### src/rtl/amp_i2c_pkg.sv
package amp_i2c_pkg;

  localparam int BYTE_W = 8;

  typedef enum logic [2:0] {
    ST_IDLE,
    ST_ADDR,
    ST_SUB,
    ST_WDATA,
    ST_ACK,
    ST_TX,
    ST_RACK
  } link_state_t;

  typedef enum logic [1:0] {
    RK_NONE,
    RK_STATUS,
    RK_CTRL
  } reg_kind_t;

  // Region of a subaddress.
  function automatic reg_kind_t reg_kind(input logic [7:0] a);
    if (a <= 8'h07 || a == 8'h13) return RK_STATUS;
    if ((a >= 8'h08 && a <= 8'h0D) || a == 8'h10) return RK_CTRL;
    return RK_NONE;
  endfunction

  // Status byte slot: 0x00..0x07 -> 0..7, 0x13 -> 8.
  function automatic logic [3:0] status_slot(input logic [7:0] a);
    return (a == 8'h13) ? 4'd8 : a[3:0];
  endfunction

  // Control byte slot: 0x08..0x0D -> 0..5, 0x10 -> 6.
  function automatic logic [2:0] ctrl_slot(input logic [7:0] a);
    logic [3:0] d;
    d = a[3:0] - 4'd8;
    return (a == 8'h10) ? 3'd6 : d[2:0];
  endfunction

endpackage

### src/rtl/i2c_line_sync.sv
module i2c_line_sync #(
  parameter int STAGES = 2
) (
  input  logic clk,
  input  logic rst_n,
  input  logic scl_i,
  input  logic sda_i,
  output logic sda_lvl,
  output logic ev_scl_rise,
  output logic ev_scl_fall,
  output logic ev_start,
  output logic ev_stop
);

  logic [STAGES-1:0] scl_ch, sda_ch;
  logic scl_q, sda_q, scl_s, sda_s;

  always_ff @(posedge clk or negedge rst_n) begin
    if (!rst_n) begin
      scl_ch <= '1;
      sda_ch <= '1;
      scl_q  <= 1'b1;
      sda_q  <= 1'b1;
    end else begin
      scl_ch <= {scl_ch[STAGES-2:0], scl_i};
      sda_ch <= {sda_ch[STAGES-2:0], sda_i};
      scl_q  <= scl_s;
      sda_q  <= sda_s;
    end
  end

  assign scl_s       = scl_ch[STAGES-1];
  assign sda_s       = sda_ch[STAGES-1];
  assign sda_lvl     = sda_s;
  assign ev_scl_rise = scl_s & ~scl_q;
  assign ev_scl_fall = ~scl_s & scl_q;
  assign ev_start    = scl_s & scl_q & sda_q & ~sda_s;
  assign ev_stop     = scl_s & scl_q & ~sda_q & sda_s;

endmodule

### src/rtl/i2c_link_ctrl.sv
module i2c_link_ctrl
  import amp_i2c_pkg::*;
#(
  parameter logic [4:0] ADDR_PREFIX = 5'b11011
) (
  input  logic       clk,
  input  logic       rst_n,
  input  logic [1:0] strap_sel,
  input  logic       sda_lvl,
  input  logic       ev_scl_rise,
  input  logic       ev_scl_fall,
  input  logic       ev_start,
  input  logic       ev_stop,
  input  logic [7:0] rd_data,
  output logic [7:0] ptr,
  output logic       wr_stb,
  output logic [7:0] wr_addr,
  output logic [7:0] wr_data,
  output logic       sda_drive_low
);

  link_state_t st, next_st;
  logic [3:0]  cnt;
  logic [7:0]  sh, tx;
  logic        m_ack;

  wire byte_full = (cnt == 4'd8);
  wire addr_hit  = (sh[7:1] == {ADDR_PREFIX, strap_sel});
  wire addr_miss = (st == ST_ADDR) && ev_scl_fall && byte_full && !addr_hit;

  always_ff @(posedge clk or negedge rst_n) begin
    if (!rst_n) begin
      st            <= ST_IDLE;
      next_st       <= ST_IDLE;
      cnt           <= '0;
      sh            <= '0;
      tx            <= '0;
      m_ack         <= 1'b0;
      ptr           <= '0;
      wr_stb        <= 1'b0;
      wr_addr       <= '0;
      wr_data       <= '0;
      sda_drive_low <= 1'b0;
    end else begin
      wr_stb <= 1'b0;
      if (ev_start) begin
        st            <= ST_ADDR;
        cnt           <= '0;
        sda_drive_low <= 1'b0;
      end else if (ev_stop) begin
        st            <= ST_IDLE;
        cnt           <= '0;
        sda_drive_low <= 1'b0;
      end else begin
        case (st)
          ST_ADDR, ST_SUB, ST_WDATA: begin
            if (ev_scl_rise && !byte_full) begin
              sh  <= {sh[6:0], sda_lvl};
              cnt <= cnt + 4'd1;
            end else if (ev_scl_fall && byte_full) begin
              cnt <= '0;
              case (st)
                ST_ADDR: begin
                  if (addr_hit) begin
                    sda_drive_low <= 1'b1;
                    next_st       <= sh[0] ? ST_TX : ST_SUB;
                    st            <= ST_ACK;
                  end else begin
                    st <= ST_IDLE;
                  end
                end
                ST_SUB: begin
                  ptr           <= sh;
                  sda_drive_low <= 1'b1;
                  next_st       <= ST_WDATA;
                  st            <= ST_ACK;
                end
                default: begin
                  wr_stb        <= 1'b1;
                  wr_addr       <= ptr;
                  wr_data       <= sh;
                  ptr           <= ptr + 8'd1;
                  sda_drive_low <= 1'b1;
                  next_st       <= ST_WDATA;
                  st            <= ST_ACK;
                end
              endcase
            end
          end
          ST_ACK: begin
            if (ev_scl_fall) begin
              st  <= next_st;
              cnt <= '0;
              if (next_st == ST_TX) begin
                tx            <= rd_data;
                sda_drive_low <= ~rd_data[7];
              end else begin
                sda_drive_low <= 1'b0;
              end
            end
          end
          ST_TX: begin
            if (ev_scl_rise) begin
              cnt <= cnt + 4'd1;
            end else if (ev_scl_fall) begin
              if (byte_full) begin
                sda_drive_low <= 1'b0;
                ptr           <= ptr + 8'd1;
                cnt           <= '0;
                st            <= ST_RACK;
              end else begin
                tx            <= {tx[6:0], 1'b0};
                sda_drive_low <= ~tx[6];
              end
            end
          end
          ST_RACK: begin
            if (ev_scl_rise) begin
              m_ack <= ~sda_lvl;
            end else if (ev_scl_fall) begin
              if (m_ack) begin
                tx            <= rd_data;
                sda_drive_low <= ~rd_data[7];
                st            <= ST_TX;
              end else begin
                st <= ST_IDLE;
              end
            end
          end
          default: ;
        endcase
      end
    end
  end


  drive_only_when_owned_chk: assert property (@(posedge clk) disable iff (!rst_n)
    sda_drive_low |-> (st == ST_ACK || st == ST_TX));


  stop_releases_chk: assert property (@(posedge clk) disable iff (!rst_n)
    ev_stop |=> (!sda_drive_low && st == ST_IDLE));


  start_to_addr_chk: assert property (@(posedge clk) disable iff (!rst_n)
    ev_start |=> (st == ST_ADDR && cnt == 4'd0));


  ptr_step_chk: assert property (@(posedge clk) disable iff (!rst_n)
    wr_stb |-> (ptr == wr_addr + 8'd1));


  mismatch_idle_chk: assert property (@(posedge clk) disable iff (!rst_n)
    (addr_miss && !ev_start && !ev_stop) |=> (st == ST_IDLE && !sda_drive_low));

endmodule

### src/rtl/amp_reg_bank.sv
module amp_reg_bank
  import amp_i2c_pkg::*;
#(
  parameter int STAT_N = 9,
  parameter int CTRL_N = 7
) (
  input  logic                  clk,
  input  logic                  rst_n,
  input  logic                  wr_stb,
  input  logic [7:0]            wr_addr,
  input  logic [7:0]            wr_data,
  input  logic [7:0]            rd_addr,
  input  logic [STAT_N*8-1:0]   status_bus,
  output logic [7:0]            rd_data,
  output logic [CTRL_N*8-1:0]   ctrl_bus
);

  localparam int CSLOT_W = $clog2(CTRL_N);

  logic [7:0] ctrl_q [CTRL_N];
  wire        wr_ctrl = wr_stb && (reg_kind(wr_addr) == RK_CTRL);
  wire [2:0]  wr_slot = ctrl_slot(wr_addr);

  for (genvar g = 0; g < CTRL_N; g++) begin : g_ctrl
    always_ff @(posedge clk or negedge rst_n) begin
      if (!rst_n) ctrl_q[g] <= '0;
      else if (wr_ctrl && wr_slot[CSLOT_W-1:0] == CSLOT_W'(g)) ctrl_q[g] <= wr_data;
    end
    assign ctrl_bus[g*8 +: 8] = ctrl_q[g];
  end

  always_comb begin
    case (reg_kind(rd_addr))
      RK_STATUS: rd_data = status_bus[int'(status_slot(rd_addr))*8 +: 8];
      RK_CTRL:   rd_data = ctrl_q[int'(ctrl_slot(rd_addr))];
      default:   rd_data = 8'h00;
    endcase
  end


  ro_write_ignored_chk: assert property (@(posedge clk) disable iff (!rst_n)
    (wr_stb && reg_kind(wr_addr) != RK_CTRL) |=> $stable(ctrl_bus));


  ctrl_write_lands_chk: assert property (@(posedge clk) disable iff (!rst_n)
    wr_ctrl |=> (ctrl_bus[int'($past(wr_slot))*8 +: 8] == $past(wr_data)));

endmodule

### src/rtl/amp_ctl_i2c_port.sv
module amp_ctl_i2c_port
  import amp_i2c_pkg::*;
#(
  parameter int         STAT_N      = 9,
  parameter int         CTRL_N      = 7,
  parameter int         SYNC_STAGES = 2,
  parameter logic [4:0] ADDR_PREFIX = 5'b11011
) (
  input  logic                clk,
  input  logic                rst_n,
  input  logic                scl_i,
  input  logic                sda_i,
  input  logic [1:0]          strap_sel,
  input  logic [STAT_N*8-1:0] status_bus,
  output logic                sda_drive_low,
  output logic [CTRL_N*8-1:0] ctrl_bus
);

  logic       sda_lvl, ev_scl_rise, ev_scl_fall, ev_start, ev_stop;
  logic [7:0] ptr, rd_data, wr_addr, wr_data;
  logic       wr_stb;

  i2c_line_sync #(.STAGES(SYNC_STAGES)) u_sync (
    .clk         (clk),
    .rst_n       (rst_n),
    .scl_i       (scl_i),
    .sda_i       (sda_i),
    .sda_lvl     (sda_lvl),
    .ev_scl_rise (ev_scl_rise),
    .ev_scl_fall (ev_scl_fall),
    .ev_start    (ev_start),
    .ev_stop     (ev_stop)
  );

  i2c_link_ctrl #(.ADDR_PREFIX(ADDR_PREFIX)) u_link (
    .clk           (clk),
    .rst_n         (rst_n),
    .strap_sel     (strap_sel),
    .sda_lvl       (sda_lvl),
    .ev_scl_rise   (ev_scl_rise),
    .ev_scl_fall   (ev_scl_fall),
    .ev_start      (ev_start),
    .ev_stop       (ev_stop),
    .rd_data       (rd_data),
    .ptr           (ptr),
    .wr_stb        (wr_stb),
    .wr_addr       (wr_addr),
    .wr_data       (wr_data),
    .sda_drive_low (sda_drive_low)
  );

  amp_reg_bank #(.STAT_N(STAT_N), .CTRL_N(CTRL_N)) u_bank (
    .clk        (clk),
    .rst_n      (rst_n),
    .wr_stb     (wr_stb),
    .wr_addr    (wr_addr),
    .wr_data    (wr_data),
    .rd_addr    (ptr),
    .status_bus (status_bus),
    .rd_data    (rd_data),
    .ctrl_bus   (ctrl_bus)
  );

endmodule

### config.mk
export PLATFORM = sky130hd
export DESIGN_NAME = amp_ctl_i2c_port
export DESIGN_NICKNAME = d
export VERILOG_FILES = /design/src/rtl/amp_i2c_pkg.sv /design/src/rtl/i2c_line_sync.sv /design/src/rtl/i2c_link_ctrl.sv /design/src/rtl/amp_reg_bank.sv /design/src/rtl/amp_ctl_i2c_port.sv
export SDC_FILE = /design/constraint.sdc
export NUM_CORES = 1
export LEC_CHECK = 0
export BUFFER_PORTS_ARGS = -buffer_cell sky130_fd_sc_hd__clkbuf_2
export CAP_MARGIN = 0
export CORE_MARGIN = 8
export CORE_UTILIZATION = 59
export CTS_BUF_LIST = sky130_fd_sc_hd__clkbuf_16
export DETAILED_ROUTE_END_ITERATION = 10
export PLACE_DENSITY = 0.86
export SLEW_MARGIN = 40
export SYNTH_ARGS = -nofsm -noshare
export SYNTH_HDL_FRONTEND = slang
export SYNTH_SLANG_ARGS = --single-unit
### constraint.sdc
create_clock -name clk -period 7.57 [get_ports clk]
set_input_delay 0 -clock clk [delete_from_list [all_inputs] [get_ports clk]]
set_output_delay 0 -clock clk [all_outputs]
set_load 0.01 [all_outputs]
==> results.json, run 1 <==
{
  "antenna_found_initial": 0,
  "tightest_slew_ns": 0.8112,
  "path_class": "reg -> reg",
  "status": "finished, final reports clean",
  "cts_setup_buffers": 0,
  "worst_path_largest_cell_delay_ns": 0.50,
  "netlist_area_sq_mm": 0.006182,
  "worstPathArrival_ns": 3.28,
  "worstPathMaxFanout": 39,
  "path_clk_slew_ns": 0.05,
  "final_util_pct": 73.57,
  "drt_iter0_drc": 709,
  "ir_drop_mv": 0.1329,
  "ys_top_cells_by_count": "108 x dfrtp_1, 68 x mux2_2, 33 x nor2_1",
  "drive_gt1_share_pct": 39.85,
  "synth_area_leaders": "dfrtp_1 44%, mux2_2 12%, mux4_2 6.6%, mux2_1 3.3%, mux2i_1 2.9%",
  "synth_top_family_by_area": "multiplexers",
  "setup.worst_path.end_class": "flip-flop",
  "cp_cell_sequence": "buf_4 > inv_1 > ha_1 > nand3b_1 > nor3_1 > o21ai_1 > o32a_1 > a211oi_2 > a221o_1",
  "clk-insertion-delay-late_ns": 0.41,
  "rsz0062_at_grt": "false",
  "cp-start-kind": "flip-flop",
  "synth_compound_area_share_pct": 13.20,
  "row_count": 37,
  "gp_congestion": 0.9665,
  "ys_seq_elements": 114,
  "p_leak_nw": 3.554,
  "placed_area_sq_mm": 0.006925,
  "yosysUniqueCellTypes": 66,
  "drt-met1-wl_mm": 7.136,
  "grtUsageTotal_pct": 27.87,
  "drv_cap": 0,
  "synth-xor-area-share_pct": 0.4250,
  "timing.slew.headroom_pct": 45.92,
  "synthSimpleGateAreaFrac_pct": 10.99,
  "layout.nets": 747,
  "cp.required_ns": 7.86,
  "cp_slowest_cell": "buf_4",
  "viasPerCell": 6.661,
  "period_share_pct": 39.44,
  "ios": 135,
  "cts-root-buf": "clkbuf_16",
  "synth_flop_cell": "dfrtp_1",
  "num_antenna_cells": 0,
  "cts.htree.levels": 4,
  "clkSinkCount": 114,
  "final_area_sq_mm": 0.007527,
  "numCtsBuffers": 17,
  "grt_pass1_vias": 5601,
  "port_buffers": 134,
  "synthAdderAreaFrac_pct": 1.214,
  "hpwl_mm": 13.35,
  "synth_cells": 529,
  "initial_core_util_pct": 60.43,
  "core_sq_mm": 0.01023,
  "fmax_mhz": 335.0,
  "period_minus_slack_ns": 2.985,
  "grt_max_degree": 62,
  "top_layer": "met4",
  "cts_resized": 0,
  "drv_slew": 0,
  "grt_pass1_wl_mm": 31.15,
  "via_count": 5402,
  "synth_most_common_cell": "dfrtp_1",
  "synth_fp_nets": 613,
  "hold_class": "in -> reg",
  "yosysSeqAreaShare_pct": 46.27,
  "ant_nets": 0,
  "dr.pass1.iters": 8,
  "final-setup-viol-count": 0,
  "synth-edff-count": 0,
  "syn-mean-instance-area_sq_um": 11.69,
  "wl_met3_mm": 1.879,
  "final.setup_skew_ns": 0.007030,
  "drt-total-wl_mm": 19.54,
  "synth_top_cell_area_share_pct": 43.72,
  "die_height_um": 118.4,
  "cts_buffer_depth": 2,
  "wl_met2_mm": 9.620,
  "die_w_um": 118.4,
  "final.setup.tns_ns": 0,
  "yosys_warnings": 0,
  "grt_overflow_total": 0,
  "area_growth_pct": 21.76,
  "wl_per_cell_um": 24.09,
  "p_total_w": 0.001561,
  "p_per_area_mw_per_mm2": 207.4,
  "cts_tree": "done",
  "yosysTopAreaCell": "dfrtp_1",
  "drt_drc_violations_left": 0,
  "synthArstFlopShare_pct": 100.0,
  "synthMuxAreaShare_pct": 25.14,
  "hold_ws_ns": 0.04400,
  "dieArea_sq_mm": 0.01401,
  "finalHoldViolCount": 0
}
state kept, by name, summed over array words and instances (netlist names):
| register | count |
|---|---|
| u_link.ptr | 8 |
| u_bank.ctrl_bus | 56 |
| u_link.st | 3 |
| u_sync.sda_ch | 2 |
| u_link.sda_drive_low | 1 |
| u_sync.sda_q | 1 |
| u_link.next_st | 3 |
| u_link.sh | 8 |
| u_sync.scl_ch | 2 |
| u_link.wr_addr | 8 |
| u_link.m_ack | 1 |
| u_link.tx | 7 |
| u_link.wr_data | 8 |
| u_sync.scl_q | 1 |
| u_link.cnt | 4 |
| u_link.wr_stb | 1 |
cell families after synthesis:
group                    count (synthesis)
adder cells (fa/ha/maj)                  6
flip-flops                             114
buffers and inverters                   38
multiplexers                           122
AO/OA/AOI/OAI                          118
AND/OR/NAND/NOR                        128
XOR/XNOR                                 3
layout by cell type, fill, tap and decap left out, types with 5 or more instances in the layout:
| cell type | synthesis | routed |
|---|---|---|
| nand2b_1 | 8 | 8 |
| a221o_1 | 6 | 6 |
| dlygate4sd3_1 | 0 | 5 |
| a22oi_1 | 11 | 11 |
| clkbuf_16 | 0 | 17 |
| nor2_1 | 33 | 31 |
| nor2b_1 | 7 | 7 |
| o21ai_1 | 14 | 13 |
| mux2_2 | 68 | 68 |
| mux4_2 | 18 | 18 |
| o21ai_0 | 24 | 24 |
| mux2i_1 | 18 | 18 |
| nand4_1 | 5 | 5 |
| nor3_1 | 14 | 14 |
| dfstp_2 | 6 | 6 |
| a211oi_1 | 9 | 9 |
| mux2_1 | 18 | 18 |
| nand3_1 | 7 | 7 |
| nand2_1 | 29 | 29 |
| ha_1 | 6 | 6 |
| a21oi_1 | 16 | 16 |
| inv_1 | 10 | 12 |
| clkbuf_2 | 0 | 133 |
| dfrtp_1 | 108 | 107 |
| nand3b_1 | 5 | 5 |
what timing repair did:
item,in CTS,in global routing
endpoints found under the setup margin,0,0
endpoints found under the hold margin,51,0
hold buffers,5,0
power by group:
part	total [W]	internal, W	switching [W]
clock network	0.000715	0.000439	0.000276
logic	0.000155	0.0000723	0.0000822
registers	0.000692	0.000647	0.0000449
total	0.00156	0.00116	0.000403
path summary, 6_finish.rpt:
| kind | from | endpoint | slack, ns | cells past startpoint |
|---|---|---|---|---|
| max | u_link.ptr[0] | u_link.tx[4] | 4.58 | 9 |
| min | status_bus[7] | u_link.sda_drive_low | 0.04 | 5 |
| max reg2reg | u_link.ptr[0] | u_link.tx[4] | 4.58 | 9 |
| min reg2reg | u_sync.sda_ch[0] | u_sync.sda_ch[1] | 0.35 | 0 |
| max in group asynchronous | rst_n | u_link.ptr[0] | 6.35 | 3 |
| min in group asynchronous | rst_n | u_link.m_ack | 0.20 | 2 |
area by class of cell:
type / count / area, sq um
multi-input combinational: 377 / 3181
sequential: 114 / 2861
fill: 640 / 2704
timing repair buffer: 142 / 749.5
clock buffer: 17 / 425.4
tap: 136 / 170.2
clock inverter: 14 / 98.84
inverter: 11 / 41.29
per-layer routing:
metal / up-vias / global-route usage (%)
li1: 2277 / -
met5: - / 0
met2: 365 / 45.97
met3: 87 / 7.711
met4: 0 / 12.73
met1: 2673 / 33.45
through the flow:
stage	setup WS (ns)	instances
after global placement	4.728	775
after global routing	4.378	811
after detailed placement	4.637	775
final	4.585	811
after CTS	4.598	811
after floorplan	5.037	529
worst max-delay path, delay by kind of cell, from the launching register on:
kind / cells / cell delay, ns
AOI/OAI and AO/OA: 4 / 1.09
buffers and inverters: 2 / 0.77
and+or+nand+nor: 2 / 0.37
DFF: 1 / 0.33
adders and majority gates: 1 / 0.28
Note: power is estimated with default switching activity, not from simulation.
==> run 2, diff against run 1 <==
Settings changed: CORE_UTILIZATION 59 to 55, PLACE_DENSITY 0.86 to 0.81.
Clock period 7.57 ns to 2.8 ns, I/O delays scaled along.
==> run 2 against run 1 <==
Compared with the run above:
- global-route usage fell by 2.4 points
- sequential cell count stayed put
- clock power rose to 2.8 times the previous value
- routed wire length down 4.8%
- final cell count increased by 2.2%
- critical path type unchanged
- highest routed layer unchanged
==> results.json, run 2 (synthesized netlist as in run 1, its figures left out) <==
{
  "layout_common_cells": "133 x clkbuf_2, 107 x dfrtp_1, 68 x mux2_2",
  "largest_register_ff_count": 56,
  "worst_path_largest_cell_delay_ns": 0.60,
  "cp_slowest_cell": "mux4_2",
  "grt_pass1_vias": 5509,
  "initial_core_util_pct": 56.78,
  "drv_slew": 0,
  "clk-insertion-delay-late_ns": 0.41,
  "final_common_cell": "clkbuf_2",
  "cts_setup_buffers": 0,
  "worstPathArrival_ns": 2.93,
  "setup_ws_ns": 0.1517,
  "p_leak_nw": 3.655,
  "antenna_found_initial": 0,
  "cp.required_ns": 3.09,
  "ir_drop_mv": 0.3404,
  "path_class": "reg -> reg",
  "dieArea_sq_mm": 0.01489,
  "cts-root-buf": "clkbuf_16",
  "post-place-ws_ns": 0.1951,
  "num_antenna_cells": 0,
  "min_path_cells": 3,
  "cts.htree.levels": 4,
  "grt_max_degree": 49,
  "final-setup-viol-count": 0,
  "layout.nets": 760,
  "ios": 135,
  "numCtsBuffers": 17,
  "drive_gt1_share_pct": 41.22,
  "cp-start-kind": "flip-flop",
  "grtUsageTotal_pct": 25.45,
  "p_per_area_mw_per_mm2": 565.3,
  "status": "finished, final reports clean",
  "reg2regPathDepth": 5,
  "period_minus_slack_ns": 2.648,
  "drt_drc_violations_left": 0,
  "die_w_um": 122.0,
  "cts_buffer_depth": 2,
  "path_clk_slew_ns": 0.05,
  "area_growth_pct": 23.54,
  "viasPerCell": 6.403,
  "final.setup.tns_ns": 0,
  "cp_cell_sequence": "ha_1 > and3b_1 > a21oi_2 > mux4_2 > a221o_1",
  "rsz0062_at_grt": "false",
  "wl_per_cell_um": 22.43,
  "via_count": 5308,
  "placed_area_sq_mm": 0.007025,
  "ant_nets": 0,
  "final_area_sq_mm": 0.007637,
  "grt_overflow_total": 0,
  "hpwl_mm": 13.62,
  "row_count": 38,
  "final_util_pct": 70.14,
  "period_share_pct": 94.58,
  "gp_congestion": 0.9197,
  "die_height_um": 122.0,
  "drt-total-wl_mm": 18.60,
  "fmax_mhz": 377.6,
  "drt_iter0_drc": 539,
  "setup.worst_path.end_class": "flip-flop",
  "cp_top_family": "compound AO/OA/AOI/OAI gates",
  "p_total_w": 0.004317,
  "cts_tree": "done",
  "grt_pass1_wl_mm": 29.54,
  "timing.slew.headroom_pct": 55.33,
  "hold_class": "in -> reg",
  "tightest_slew_ns": 0.6611,
  "final.setup_skew_ns": 0.01043,
  "core_sq_mm": 0.01089,
  "path_depth": 5,
  "clkSinkCount": 114,
  "finalHoldViolCount": 0,
  "port_buffers": 134,
  "drv_cap": 0,
  "crit_buf_inv": 0,
  "dr.pass1.iters": 5,
  "worstPathMaxFanout": 13
}
## run 2: worst register-to-register path, stage by stage (launching register included)
cell     delay [ns]
dfrtp_2        0.50
ha_1           0.32
and3b_1        0.29
a21oi_2        0.47
mux4_2         0.60
a221o_1        0.35
## run 2: worst paths after layout
| path | startpoint | to | slack (ns) |
|---|---|---|---|
| worst min register to register | u_sync.sda_ch[0] | u_sync.sda_ch[1] | 0.35 |
| worst min-delay path | status_bus[36] | u_link.tx[4] | 0.05 |
| worst max register to register | u_link.ptr[0] | u_link.tx[2] | 0.15 |
| max in group asynchronous | rst_n | u_bank.ctrl_bus[6] | 1.88 |
| min in group asynchronous | rst_n | u_link.cnt[1] | 0.13 |
| worst max-delay path | u_link.ptr[0] | u_link.tx[2] | 0.15 |
## run 2: metrics by stage
step / std cells / hold slack [ns]
CTS: 829 / 0.03710
detailed placement: 792 / 0.04649
floorplan: 529 / -0.2956
global route: 829 / 0.06011
global placement: 792 / 0.03054
finish: 829 / 0.05015
## run 2: area by class of cell
cell class              instances  area, sq um
clock buffers                  17        425.4
clock inverters                15        128.9
fillers                       736         3251
inverters                      11        45.04
multi-input cells             377         3158
flip-flops and latches        114         2861
well taps                     140        175.2
repair buffers                155        843.3
## run 2: repair_timing
item,4_1_cts,5_1_grt
hold buffers,5,0
endpoints found under the setup margin,0,1
gates resized for setup,0,2
endpoints found under the hold margin,49,0
## run 2: layer usage
metal | vias to the layer above | share of wire [%] | global-route usage, %
met5 | - | 0 | 0
met4 | 0 | 2.8 | 10.33
met3 | 53 | 8.5 | 7.034
met2 | 269 | 50 | 42.54
met1 | 2681 | 38 | 30.48
li1 | 2305 | - | -
## run 2: power breakdown
part | leakage (nW) | internal, W | switching [W]
clock network | 0.285 | 0.00128 | 0.000740
registers | 1.55 | 0.00175 | 0.0000953
logic | 1.82 | 0.000209 | 0.000241
